$ cat src/rtl/irq_arb_pkg.sv
package irq_arb_pkg;
  localparam int NSRC  = 5;
  localparam int IDX_W = $clog2(NSRC);
  localparam int VEC_W = 16;
  localparam int NMSK  = 3;

  localparam logic [IDX_W-1:0] IDX_NMI  = IDX_W'(0);
  localparam logic [IDX_W-1:0] IDX_EDGE = IDX_W'(1);
  localparam logic [IDX_W-1:0] IDX_LVA  = IDX_W'(2);
  localparam logic [IDX_W-1:0] IDX_LVB  = IDX_W'(3);
  localparam logic [IDX_W-1:0] IDX_GEN  = IDX_W'(4);

  function automatic logic [VEC_W-1:0] vec_of(input logic [IDX_W-1:0] idx);
    case (idx)
      IDX_NMI:  vec_of = VEC_W'(16'h0024);
      IDX_EDGE: vec_of = VEC_W'(16'h003C);
      IDX_LVA:  vec_of = VEC_W'(16'h0034);
      IDX_LVB:  vec_of = VEC_W'(16'h002C);
      default:  vec_of = '0;
    endcase
  endfunction
endpackage

$ cat src/rtl/irq_pri_pick.sv
module irq_pri_pick #(
  parameter int N  = 5,
  parameter int IW = 3
) (
  input  logic [N-1:0]  req,
  output logic          any,
  output logic [IW-1:0] idx
);
  always_comb begin
    any = |req;
    idx = '0;
    for (int i = N - 1; i >= 0; i--) begin
      if (req[i]) idx = IW'(i);
    end
  end
endmodule

$ cat src/rtl/irq_trap_qual.sv
module irq_trap_qual (
  input  logic clk,
  input  logic rst_n,
  input  logic lvl_i,
  input  logic svc_i,
  output logic pend_o
);
  logic prev_q, arm_q, arm_d;

  always_comb begin
    arm_d = arm_q;
    if (svc_i || !lvl_i) arm_d = 1'b0;
    if (lvl_i && !prev_q) arm_d = 1'b1;
  end

  always_ff @(posedge clk or negedge rst_n) begin
    if (!rst_n) begin
      prev_q <= 1'b0;
      arm_q  <= 1'b0;
    end else begin
      prev_q <= lvl_i;
      arm_q  <= arm_d;
    end
  end

  assign pend_o = arm_q & lvl_i;
endmodule

$ cat src/rtl/irq_edge_hold.sv
module irq_edge_hold (
  input  logic clk,
  input  logic rst_n,
  input  logic sig_i,
  input  logic svc_i,
  input  logic clr_i,
  output logic held_o
);
  logic prev_q, held_q, held_d;

  always_comb begin
    held_d = held_q;
    if (svc_i || clr_i) held_d = 1'b0;
    if (sig_i && !prev_q) held_d = 1'b1;
  end

  always_ff @(posedge clk or negedge rst_n) begin
    if (!rst_n) begin
      prev_q <= 1'b0;
      held_q <= 1'b0;
    end else begin
      prev_q <= sig_i;
      held_q <= held_d;
    end
  end

  assign held_o = held_q;
endmodule

$ cat src/rtl/irq_arbiter.sv
module irq_arbiter
  import irq_arb_pkg::*;
(
  input  logic             clk,
  input  logic             rst_n,
  input  logic             irq_nmi_i,
  input  logic             irq_edge_i,
  input  logic             irq_lva_i,
  input  logic             irq_lvb_i,
  input  logic             irq_gen_i,
  input  logic [NMSK-1:0]  mask_i,
  input  logic             en_set_i,
  input  logic             en_clr_i,
  input  logic             edge_clr_i,
  input  logic             accept_i,
  input  logic             ret_i,
  output logic             take_o,
  output logic [IDX_W-1:0] win_idx_o,
  output logic [VEC_W-1:0] vec_o,
  output logic             ack_gen_o
);
  logic             take_q, take_d;
  logic [IDX_W-1:0] idx_q, idx_d;
  logic [VEC_W-1:0] vec_q, vec_d;
  logic             ack_q, ack_d;
  logic             gie_q, gie_d;
  logic [NSRC-1:0]  isr_q, isr_d;

  logic             svc;
  logic [NSRC-1:0]  svc_oh;
  logic             nmi_pend, edge_held;
  logic [NSRC-1:0]  pend, blocked, elig;
  logic             cand_any;
  logic [IDX_W-1:0] cand_idx;
  logic             isr_any;
  logic [IDX_W-1:0] isr_top;
  logic [NSRC-1:0]  ret_oh;

  assign svc = accept_i & take_q;

  generate
    for (genvar s = 0; s < NSRC; s++) begin : g_src
      assign svc_oh[s]  = svc && (idx_q == IDX_W'(s));
      assign blocked[s] = |isr_q[s:0];
      assign ret_oh[s]  = ret_i && isr_any && (isr_top == IDX_W'(s));
    end
  endgenerate

  irq_trap_qual u_nmi (
    .clk    (clk),
    .rst_n  (rst_n),
    .lvl_i  (irq_nmi_i),
    .svc_i  (svc_oh[IDX_NMI]),
    .pend_o (nmi_pend)
  );

  irq_edge_hold u_edge (
    .clk    (clk),
    .rst_n  (rst_n),
    .sig_i  (irq_edge_i),
    .svc_i  (svc_oh[IDX_EDGE]),
    .clr_i  (edge_clr_i),
    .held_o (edge_held)
  );

  assign pend[IDX_NMI]  = nmi_pend;
  assign pend[IDX_EDGE] = gie_q & edge_held  & ~mask_i[0];
  assign pend[IDX_LVA]  = gie_q & irq_lva_i  & ~mask_i[1];
  assign pend[IDX_LVB]  = gie_q & irq_lvb_i  & ~mask_i[2];
  assign pend[IDX_GEN]  = gie_q & irq_gen_i;
  assign elig = pend & ~blocked;

  irq_pri_pick #(.N(NSRC), .IW(IDX_W)) u_pick (
    .req (elig),
    .any (cand_any),
    .idx (cand_idx)
  );

  irq_pri_pick #(.N(NSRC), .IW(IDX_W)) u_isr_top (
    .req (isr_q),
    .any (isr_any),
    .idx (isr_top)
  );

  always_comb begin
    take_d = cand_any & ~svc;
    idx_d  = idx_q;
    vec_d  = vec_q;
    if (take_d) begin
      idx_d = cand_idx;
      vec_d = vec_of(cand_idx);
    end
    ack_d = svc_oh[IDX_GEN];

    gie_d = gie_q;
    if (en_clr_i) gie_d = 1'b0;
    if (en_set_i) gie_d = 1'b1;
    if (svc)      gie_d = 1'b0;

    isr_d = (isr_q & ~ret_oh) | svc_oh;
  end

  always_ff @(posedge clk or negedge rst_n) begin
    if (!rst_n) begin
      take_q <= 1'b0;
      idx_q  <= '0;
      vec_q  <= '0;
      ack_q  <= 1'b0;
      gie_q  <= 1'b0;
      isr_q  <= '0;
    end else begin
      take_q <= take_d;
      idx_q  <= idx_d;
      vec_q  <= vec_d;
      ack_q  <= ack_d;
      gie_q  <= gie_d;
      isr_q  <= isr_d;
    end
  end

  assign take_o    = take_q;
  assign win_idx_o = idx_q;
  assign vec_o     = vec_q;
  assign ack_gen_o = ack_q;
endmodule

$ cat config.mk
export PLATFORM = sky130hd
export DESIGN_NAME = irq_arbiter
export DESIGN_NICKNAME = d
export VERILOG_FILES = /design/src/rtl/irq_arb_pkg.sv /design/src/rtl/irq_pri_pick.sv /design/src/rtl/irq_trap_qual.sv /design/src/rtl/irq_edge_hold.sv /design/src/rtl/irq_arbiter.sv
export SDC_FILE = /design/constraint.sdc
export NUM_CORES = 1
export LEC_CHECK = 0
export BUFFER_PORTS_ARGS = -buffer_cell sky130_fd_sc_hd__buf_2
export CORE_MARGIN = 5
export CORE_UTILIZATION = 45
export DETAILED_ROUTE_END_ITERATION = 8
export PLACE_DENSITY_LB_ADDON = 0.15
export RECOVER_POWER = 25
export SLEW_MARGIN = 20
export SYNTH_ARGS = -nofsm -noshare
export SYNTH_HDL_FRONTEND = slang
export SYNTH_HIERARCHICAL = 1
export SYNTH_SLANG_ARGS = --single-unit
$ cat constraint.sdc
create_clock -name clk -period 2.4 [get_ports clk]
set_clock_uncertainty 0.2 [all_clocks]
set_input_delay 0.24 -clock clk [delete_from_list [all_inputs] [get_ports clk]]
set_output_delay 0.24 -clock clk [all_outputs]
set_load 0.1 [all_outputs]
== Word level (Yosys, flattened, before mapping) ==
Index checks and enable logic that the tools add are counted.

* Equal/unequal tests: 11
* Add/sub/neg operators: 0
* Divide/modulo/power cells: 0
* Multipliers: 0
* Mux-type cells: 18
* $lt $le $gt $ge: 0
* Reductions and logical operators: 29
* Bitwise operators: 19
* Shifts and indexed selects: 0

{| class="wikitable"
|+ Operator list
! operator !! number
|-
| 2-to-1 mux 3 bit || 10
|-
| case mux 6 bit (4 select lines) || 1
|-
| == test 3 x 2 -> 1 bit (second input constant) || 6
|-
| logical AND 1 bit || 13
|-
| AND 1 bit || 10
|-
| AND 5 bit || 2
|-
| NOT 5 bit || 2
|-
| OR reduction 5 bit || 2
|-
| == test 3 x 1 -> 1 bit (second input constant) || 3
|-
| zero test 3 bit || 3
|-
| 2-to-1 mux 1 bit || 7
|-
| == test 3 bit (second input constant) || 2
|-
| bitwise OR 5 bit || 1
|-
| NOT 1 bit || 4
|-
| nonzero test 2 bit || 2
|-
| OR reduction 4 bit || 1
|-
| zero test 1 bit || 3
|-
| nonzero test 3 bit || 1
|-
| OR reduction 3 bit || 1
|-
| logical OR 1 bit || 2
|-
| OR reduction 2 bit || 1
|}

* Bits in latches: 0
* ROM bits: 0
* Memories kept: 0
* RAM bits: 0
* Input bits: 15
* Output and inout port bits: 21
* Register bits: 31

== Logic depth before layout (Yosys ltp) ==
Gate-level depths: netlist of the first run.

* Depth after elaboration: 10
* Gate-level depth with buffers: 9
* Mapped depth without buffers: 8

== Modules after synthesis ==
The synthesis of the first run kept the hierarchy.

{| class="wikitable"
|+ By module, submodules not included
! module !! seq. area each (µm²) !! cells an instance !! instances !! area an instance (µm²)
|-
| irq_arbiter || 350.3 || 73 || 1 || 760.7
|-
| irq_pri_pick || 0.0 || 8 || 2 || 48.8
|-
| irq_edge_hold || 50.0 || 5 || 1 || 73.8
|-
| irq_trap_qual || 50.0 || 5 || 1 || 70.1
|}

== Worst setup path after synthesis of the first run ==
No wires, ideal clock.

* Kind: register to register
* From: register isr_q[0]
* To: register idx_q[1], in the netlist win_idx_o[1]
* Library setup time: 0.126 ns
* Setup slack: 0.220 ns
* Cell stages (with the launch flop): 9
* Period minus slack after synthesis: 2.180 ns
* Data required time: 2.074 ns
* Data arrival time: 1.855 ns
* Cells stage by stage: dfrtp_1 -> nor2_1 -> nand3b_1 -> nor4b_1 -> nor4_2 -> nand2b_1 -> a21bo_1 -> buf_6 -> mux2_4

* Elaborated cells between the ends (all ways): 12
* Classes of those cells: mux: 4; bitwise: 3; reduce/logical: 5

{| class="wikitable"
|+ RTL lines
! what !! RTL line !! RTL
|-
| from (decl) || irq_arbiter.sv:27 || <nowiki>logic [NSRC-1:0] isr_q, isr_d;</nowiki>
|-
| from (signal assigned) || irq_arbiter.sv:117 || <nowiki>isr_q <= isr_d;</nowiki>
|-
| OR reduction 4 bit || irq_arbiter.sv:44 || <nowiki>assign blocked[s] = |isr_q[s:0];</nowiki>
|-
| NOT 5 bit || irq_arbiter.sv:71 || <nowiki>assign elig = pend & ~blocked;</nowiki>
|-
| AND 5 bit || irq_arbiter.sv:71 ||
|-
| net elig[3] || irq_arbiter.sv:32 || <nowiki>logic [NSRC-1:0] pend, blocked, elig;</nowiki>
|-
| OR reduction 5 bit || irq_pri_pick.sv:10 || <nowiki>any = |req;</nowiki>
|-
| net cand_any || irq_arbiter.sv:33 || <nowiki>logic cand_any;</nowiki>
|-
| AND 1 bit || irq_arbiter.sv:86 || <nowiki>take_d = cand_any & ~svc;</nowiki>
|-
| to (signal assigned) || irq_arbiter.sv:113 || <nowiki>idx_q <= idx_d;</nowiki>
|-
| to (decl) || irq_arbiter.sv:23 || <nowiki>logic [IDX_W-1:0] idx_q, idx_d;</nowiki>
|}

The timed path passes the listed nets, and every way through them passes these cells.
A chain may end at the register's enable or synchronous reset.

== Final worst setup path of the first run ==
* From: input port irq_nmi_i
* To: register idx_q[0], in the netlist win_idx_o[0]

* Longest elaborated chain between the ends: 4
* Elaborated cells between the ends (all ways): 5
* Classes of those cells: mux: 1; bitwise: 3; reduce/logical: 1

{| class="wikitable"
|+ Ends and longest elaborated chain
! what !! RTL line !! RTL
|-
| from (decl) || irq_arbiter.sv:6 || <nowiki>input logic irq_nmi_i,</nowiki>
|-
| AND 1 bit || irq_trap_qual.sv:26 || <nowiki>assign pend_o = arm_q & lvl_i;</nowiki>
|-
| net nmi_pend || irq_arbiter.sv:31 || <nowiki>logic nmi_pend, edge_held;</nowiki>
|-
| AND 5 bit || irq_arbiter.sv:71 ||
|-
| net elig[0] || irq_arbiter.sv:32 ||
|-
| OR reduction 5 bit || irq_pri_pick.sv:10 ||
|-
| net cand_any || irq_arbiter.sv:33 ||
|-
| AND 1 bit || irq_arbiter.sv:86 ||
|}

The timed path passes the listed nets, and every way through them passes these cells.

==> run metrics, run 1 <==
Tmin final=2220 ps; core area=2170 µm²; DR DRC count=0; most common cell after layout, fill and taps aside=buf_2; post-placement cell area=roughly 1100 µm²; final number of setup-violating endpoints=0; DRT Pass-1 Iters=4; Final Non-Filler Cells=159; post-route ant nets=0; met3 wire length=around 140 µm; clk buf depth=2; WL final=~2000 µm; cts bufs inserted=3; Die ar.=approximately 3300 µm²; Nets=roughly 150; FF+latch count, synth=18; ys flop type=dfrtp_1; Adder-Cell Fraction of Synth Area=0%; Post-Route M1 WL=about 840 µm; CTS clk-pin slew, worst paths=100 ps; Initial Utilization=46.2%; worst reg2reg setup slack=200 ps; synthesized-area fraction occupied by and/or/nand/nor cells=23.1%; initial drt markers=13; Final Util=55.9%; area delta synth->final=21.0%; unrepaired setup endpoints after global routing=no; total negative slack=0 ps; Die Wd=around 57 µm; H-tree depth=1; xor/xnor share of the synthesized area=less than 1%; Yosys cell types=30; most frequent cells in the layout=buf_2 (20), dfrtp_1 (18), conb_1 (12); worst slew pin tran=952 ps; hold path depth=4; TritonCTS clock tree=yes; register area share after synthesis=approximately 45%; gr usage total=between 10 and 15%; DIE HEIGHT=between 50 and 60 µm; Synth Area in Compound Gates=12.4%; syn_area_per_cell=a little over 10 µm²; FMAX=between 400 and 500 MHz; Diodes inserted=0; metal2 WL=roughly 960 µm; worst-skew pair later-pin latency=between 200 and 300 ps; GRT overflow=0; mux cell area share after synthesis=about 4.5%; Post-synth EDFFs=0; HP Class=in2reg; vias per cell=~4.8; startpoint types=input pin; layout cell share with drive strength beyond 1=29.8%; clk sink count=18; Max stage delay on crit path=around 530 ps; largest net degree at the start of global routing=19; Async S/R FF share, synth=100%; status=completed; I/O Buffers=23; Max-Cap Viols=0; worst-path fanout max=10; Tcrit/Tclk final=a little over 90%; first-pass GRT wire length=between 3000 and 4000 µm; largest family of logic cells by synthesized area=simple AND/OR/NAND/NOR gates; Ys Warns=6; Setup CP Type=in2reg; top layer in use=met4; vias in the first global route=around 800; fin. max-slew vios=0; wire per inst=around 12 µm; Post-Syn Instances=between 90 and 100; Final Hold Fails=0; Mapped Area=1000 µm²; Setup crit end kind=register; filler cell count=about 210; postcts setup bufs=0; crit-path cells=dlygate4sd3_1 -> clkbuf_1 -> and2_1 -> nor2b_1 -> nor4_2 -> nand2b_1 -> a21bo_2 -> mux2_4; Slew headroom=36.6%; placed cells=149; total vias in the final route=759; initial antenna violation count=0; Core Rows=17; CP required=between 2000 and 2500 ps; Placer Congestion=around 0.77; Design Area, Final=roughly 1200 µm²; clock root cell=clkbuf_4; Top Ports=36; Critical Path AT=2200 ps; R2R depth=8; DP HPWL=about 1600 µm; Crit-path slowest cell=dlygate4sd3_1
cells in the mapped netlist, drive strengths merged (2+ instances only):
master  count  area [µm²]
o41ai       4        35.0
a21oi       4        20.0
nor2        5        18.8
nand2b      7        43.8
buf        14         109
nor4b       2        17.5
nor4        2        25.0
mux2        3        45.0
o21ai       4        20.0
inv         8        30.0
nor3        2        10.0
and2        4        25.0
dfrtp      18         450
nand2       7        26.3
stage by stage:
step / setup WS, ps / hold slack [ps]
2_1_floorplan: 220 / -256
3_3_place_gp: 236 / -10.9
3_5_place_dp: 146 / -8.50
4_1_cts: 77.7 / 139
5_1_grt: 52.7 / 176
6_report: 183 / 155
worst paths after layout:
kind / endpoint / from
hold reg to reg: u_nmi/arm_q / u_nmi/prev_q
hold / removal: isr_q[3] / ret_i
min in group asynchronous: take_o / rst_n
setup reg to reg: win_idx_o[0] / isr_q[1]
setup / recovery: win_idx_o[0] / irq_nmi_i
max in group asynchronous: win_idx_o[1] / rst_n
worst max-delay path: cells and delay by family:
family,cells,cell delay (ps)
multiplexers,1,320
AO/OA/AOI/OAI,1,320
AND/OR/NAND/NOR,4,670
buffers and inverters,2,640
state kept, by name (all words and copies together), names as in the netlist:
name and count:
isr_q 5, vec_o 3, win_idx_o 3, ack_gen_o 1, gie_q 1, take_o 1
u_edge/held_o 1, u_edge/prev_q 1, u_nmi/arm_q 1, u_nmi/prev_q 1
what timing repair did:
| action | 4_1_cts | 5_1_grt |
|---|---|---|
| hold buffers | 6 | 0 |
| setup endpoints to repair | 0 | 5 |
| hold endpoints to repair | 22 | 0 |
| gates resized for setup | 0 | 5 |
metal layers:
layer  up-vias  track usage [%]
li1        383                -
met1       347             16.1
met2        25             23.3
met3         4             3.62
met4         0             6.95
met5         -                0
logic make-up (layout without fill, tap and decap cells):
kind of cell	after synthesis	in the layout
simple gates	37	37
buf+inv	22	43
flops	18	18
compound gates	17	17
mux	3	3
other cells	1	12
xor+xnor	1	1
cell type report:
| type | instances | area, µm² | share of cell area, % |
|---|---|---|---|
| Tap cell | 28 | 35.0 | 2.89 |
| Multi-Input combinational cell | 70 | 474 | 39.1 |
| Clock buffer | 4 | 36.3 | 2.99 |
| Inverter | 8 | 30.0 | 2.48 |
| Timing Repair Buffer | 31 | 186 | 15.4 |
| Sequential cell | 18 | 450 | 37.2 |
Power of run 1 is not shown: default switching activity piles up to over one toggle a cycle in this logic, so the estimate is an artifact.
==> run 2: changes to the inputs <==
- ABC_AREA: default -> 1
- CTS_CLUSTER_SIZE: default -> 25
==> run metrics, run 2 <==
most common cell after layout, fill and taps aside=nand2_1; layout cell share with drive strength beyond 1=between 10% and 20%; FMAX=between 500 and 600 MHz; gr usage total=between 10% and 20%; P per Cell Area=~1400 nW/µm²; DRT Pass-1 Iters=4; clk buf depth=2; R2R depth=10; most frequent cells in the layout=nand2_1 (41), inv_1 (29), buf_2 (20); Async S/R FF share, synth=100%; Mapped Area=about 1000 µm²; xor/xnor share of the synthesized area=0%; unrepaired setup endpoints after global routing=no; Nets=192; Initial Utilization=between 40 and 50%; Cell Int Power=roughly 700 µW; Yosys top cell area share=a little over two fifths; largest net degree at the start of global routing=19; largest family of logic cells by synthesized area=simple AND/OR/NAND/NOR gates; worst-path fanout max=6; vias in the first global route=840; area delta synth->final=15.8%; Leak Pwr=roughly 0.7 nW; first-pass GRT wire length=~3400 µm; core area=~2200 µm²; switching share of power=60.0%; GRT overflow=0; status=completed; syn_area_per_cell=about 7.1 µm²; I/O Buffers=23; DR DRC count=0; Critical Path AT=1890 ps; Reg power frac=28.8%; worst slew pin tran=between 900 and 1000 ps; cts bufs inserted=3; largest cells by area after synthesis=dfrtp_1 (43%), nand2_1 (15%), inv_1 (10%), buf_4 (9.4%), nor2_1 (5.4%); combinational fraction of design power=between 60% and 70%; DIE HEIGHT=roughly 58 µm; clk sink count=18; Psw=roughly 1.0 mW; synthesized-area fraction occupied by and/or/nand/nor cells=~32%; Setup CP Type=reg2reg; WL final=~2000 µm; dominant cell by count in the synthesized netlist=nand2_1; critical path launch point=isr_q[0]; Max-Cap Viols=0; Adder-Cell Fraction of Synth Area=0%; TritonCTS clock tree=yes; Post-Syn Instances=between 100 and 150; Die ar.=around 3400 µm²; placed cells=~200; worst reg2reg setup slack=~510 ps; CP endpoint=vec_o[4]; initial drt markers=25; Synth area leader=dfrtp_1; Diodes inserted=0; fin. max-slew vios=0; HP Class=in2reg; CTS resizes=0; worst r2r dst=vec_o[4]; vias per cell=around 4.4; startpoint types=register; initial antenna violation count=0; Yosys cell types=16; Synth Area in Compound Gates=between 3 and 4%; worst r2r src=isr_q[0]; Core Rows=17; total vias in the final route=between 800 and 900; Ys Warns=6; CTS clk-pin slew, worst paths=approximately 110 ps; Clk pwr share=a little over a tenth; Slew headroom=between 30% and 40%; FF+latch count, synth=18; Placer Congestion=~0.79; max reg flops=5; Die Wd=58.2 µm; clock root cell=clkbuf_4; DP HPWL=around 1600 µm; CP required=~2400 ps; maximum vdd drop=between 900 and 1000 µV; Biggest register=isr_q; Post-synth EDFFs=0; post-route ant nets=0; worst-skew pair later-pin latency=roughly 300 ps; Setup crit end kind=register; mux cell area share after synthesis=0%; final number of setup-violating endpoints=0; register area share after synthesis=a little over two fifths; Final Non-Filler Cells=between 200 and 250; H-tree depth=1; wire per inst=9.85 µm; ys flop type=dfrtp_1; Tmin final=roughly 1900 ps; total negative slack=0 ps; Final Hold Fails=0; Synth top cells by count=nand2_1 (41), inv_1 (29), dfrtp_1 (18); Top Ports=36; Tcrit/Tclk final=78.6%
## run 2: routing by layer
layer / part of all wire [%] / global-route usage (%) / up-vias
li1: - / - / 473
met5: 0 / 0 / -
met3: 4.7 / 2.90 / 5
met1: 46 / 15.6 / 391
met4: 2.0 / 5.96 / 0
met2: 47 / 22.1 / 19
## run 2: worst min path at each step
| stage | start | end | slack, ps | depth (start not counted) |
|---|---|---|---|---|
| after global placement | rst_n | u_edge/prev_q | -10 | 1 |
| final | en_clr_i | gie_q | 40 | 4 |
| after floorplan | rst_n | ack_gen_o | -260 | 0 |
| after detailed placement | rst_n | u_edge/prev_q | -3 | 1 |
| after global routing | en_clr_i | gie_q | 70 | 4 |
| after CTS | en_clr_i | gie_q | 30 | 4 |
## run 2: cell type report
type                       count  area (µm²)
fill                         238        1000
sequential                    18         450
multi-input combinational     97         417
timing repair buffer          28         161
inverter                      29         109
tap                           28        35.0
clock buffer                   4        36.3
## run 2: what timing repair did
| action | 4_1_cts | 5_1_grt |
|---|---|---|
| hold endpoints to repair | 23 | 0 |
| setup buffers | 0 | 0 |
| hold buffers | 5 | 0 |
## run 2: through the flow
stage | utilization [%] | power (mW) | area, µm² | hold slack, ps | setup WS [ps]
final | 54.6 | 1.74 | 1210 | 39.7 | 515
after global routing | 54.6 | 1.87 | 1210 | 70.6 | 290
after CTS | 54.8 | 1.76 | 1210 | 34.9 | 517
after detailed placement | 50.9 | 1.56 | 1130 | -3.14 | 533
after global placement | 50.9 | 1.55 | 1130 | -9.88 | 538
after floorplan | - | 1.43 | 1080 | -256 | 526
## run 2: kinds of logic after synthesis
logic type,count (synthesis)
AO/OA/AOI/OAI,7
buffers and inverters,43
other,1
flip-flops,18
AND/OR/NAND/NOR,78
## run 2: critical path, stage by stage (launching register included)
cell,delay [ps]
dfrtp_1,450
nor2_1,160
inv_1,70
nor3_1,280
inv_1,70
a21oi_1,260
inv_1,100
nand2_1,70
nand2_1,50
nand2_1,50
nand2_1,40
## run 2: power by group through the flow
stage	Sequential, mW	Clock [mW]	Combinational (mW)
finish	0.502	0.189	1.05
global route	0.521	0.202	1.15
CTS	0.500	0.194	1.06
detailed placement	0.506	0	1.05
global placement	0.502	0	1.04
floorplan	0.871	0	0.561
No activity file was read; power rests on OpenSTA's default activity.
==> run 3: changes to the inputs <==
- CORE_UTILIZATION: 45 -> 44
- clock period: 2.4 -> 1.6 ns (I/O delays scaled with it)
==> run metrics, run 3 (same netlist as run 2, synthesis figures left out) <==
status=finished, violations left; failing checks=setup timing; Diodes inserted=0; setup slack at placement=-89.7 ps; startpoint types=register; worst slew pin tran=between 900 and 1000 ps; core area=approximately 2200 µm²; Leak Pwr=~0.79 nW; CTS clk-pin slew, worst paths=~110 ps; Tot Pwr=just over 3 mW; CP required=1640 ps; critical path launch point=isr_q[1]; Tmin final=between 1500 and 2000 ps; FF+latch area=around 460 µm²; layout cell share with drive strength beyond 1=a little over a third; Initial Utilization=between 40% and 50%; max reg flops=5; initial antenna violation count=0; unrepaired setup endpoints after global routing=yes; Setup crit end kind=register; I/O Buffers=23; worst-path fanout max=3; gr usage total=between 10% and 20%; vias in the first global route=~900; Setup CP Type=reg2reg; P per Cell Area=2150 nW/µm²; worst r2r src=isr_q[1]; clock root cell=clkbuf_4; Final Worst Setup Slack=-152 ps; Placer Congestion=between 0.8 and 0.9; initial drt markers=25; Critical Path AT=~1800 ps; largest net degree at the start of global routing=19; maximum vdd drop=~1700 µV; DP HPWL=between 1500 and 2000 µm; clk sink count=18; clk buf depth=2; Core Rows=17; GRT overflow=0; final number of setup-violating endpoints=5; Tcrit/Tclk final=109%; cts bufs inserted=3; Final Hold Fails=0; worst-skew pair later-pin latency=between 200 and 300 ps; Biggest register=isr_q; Die Wd=around 59 µm; area delta synth->final=35.1%; vias per cell=approximately 4.4; H-tree depth=1; most common cell after layout, fill and taps aside=nand2_1; DIE HEIGHT=58.7 µm; wire per inst=between 10 and 15 µm; filler cell count=~210; FMAX=~570 MHz; most frequent cells in the layout=nand2_1 (38), inv_1 (28), buf_2 (21); Multi-input gate area=about 520 µm²; fin. max-slew vios=0; Slew headroom=34.4%; Nets=205; Die ar.=roughly 3400 µm²; Top Ports=36; Max-Cap Viols=0; total vias in the final route=approximately 950; DRT Pass-1 Iters=4; HP Class=in2reg; TritonCTS clock tree=yes; post-route ant nets=0; first-pass GRT wire length=about 4000 µm; DR DRC count=0; hold_sp=accept_i; WL final=between 2000 and 2500 µm
## run 3: through the flow
| stage | hold slack, ps | util (%) | setup TNS, ps | instance area [µm²] | std cells |
|---|---|---|---|---|---|
| final | 34.3 | 63.1 | -505 | 1410 | 217 |
| after global routing | 49.8 | 63.1 | -1170 | 1410 | 217 |
| after CTS | 37.8 | 59.0 | -112 | 1320 | 212 |
| after detailed placement | -91.5 | 53.8 | -362 | 1200 | 201 |
| after global placement | -91.2 | 53.8 | -248 | 1200 | 201 |
| after floorplan | -336 | - | 0 | 1110 | 158 |
## run 3: worst paths after layout
check / end / slack [ps] / depth (start not counted)
min: gie_q / 30 / 4
max reg2reg: vec_o[4] / -150 / 10
min reg2reg: u_edge/held_o / 280 / 3
min in group asynchronous: u_edge/prev_q / 330 / 2
max in group asynchronous: win_idx_o[0] / 220 / 2
max: vec_o[4] / -150 / 10
## run 3: layer usage
layer,vias to the layer above,track usage (%),routed length [µm]
met2,21,26.5,1310
met1,426,18.6,1030
met4,0,3.88,48
li1,498,-,-
met5,-,0,0
met3,6,2.85,97
## run 3: what timing repair did
item	4_1_cts	5_1_grt
setup endpoints to repair	6	11
hold endpoints to repair	23	0
buffers inserted	0	6
hold buffers	6	0
gates cloned	1	0
resized for setup	4	16
pin swaps	5	15
## run 3: power breakdown
group	internal (mW)	leakage [nW]	switching, mW
Sequential	0.616	0.222	0.123
Clock	0.139	0.0210	0.150
Combinational	0.495	0.543	1.51
## run 3: worst max-delay path: stages, from the launching register on
cell     delay, ps
dfrtp_1        420
nor2_4         140
nand2_2         90
nor3_4         210
nor2_2          90
nor3_2         210
buf_4          140
nand2_1         40
nand2_1         50
nand2_1         50
nand2_1         60
## run 3: area by class of cell
type / instances / share of cell area (%)
sequential: 18 / 32.4
tap: 28 / 2.48
multi-input combinational: 98 / 36.7
clock buffer: 4 / 2.57
timing repair buffer: 40 / 18.1
inverter: 29 / 7.72
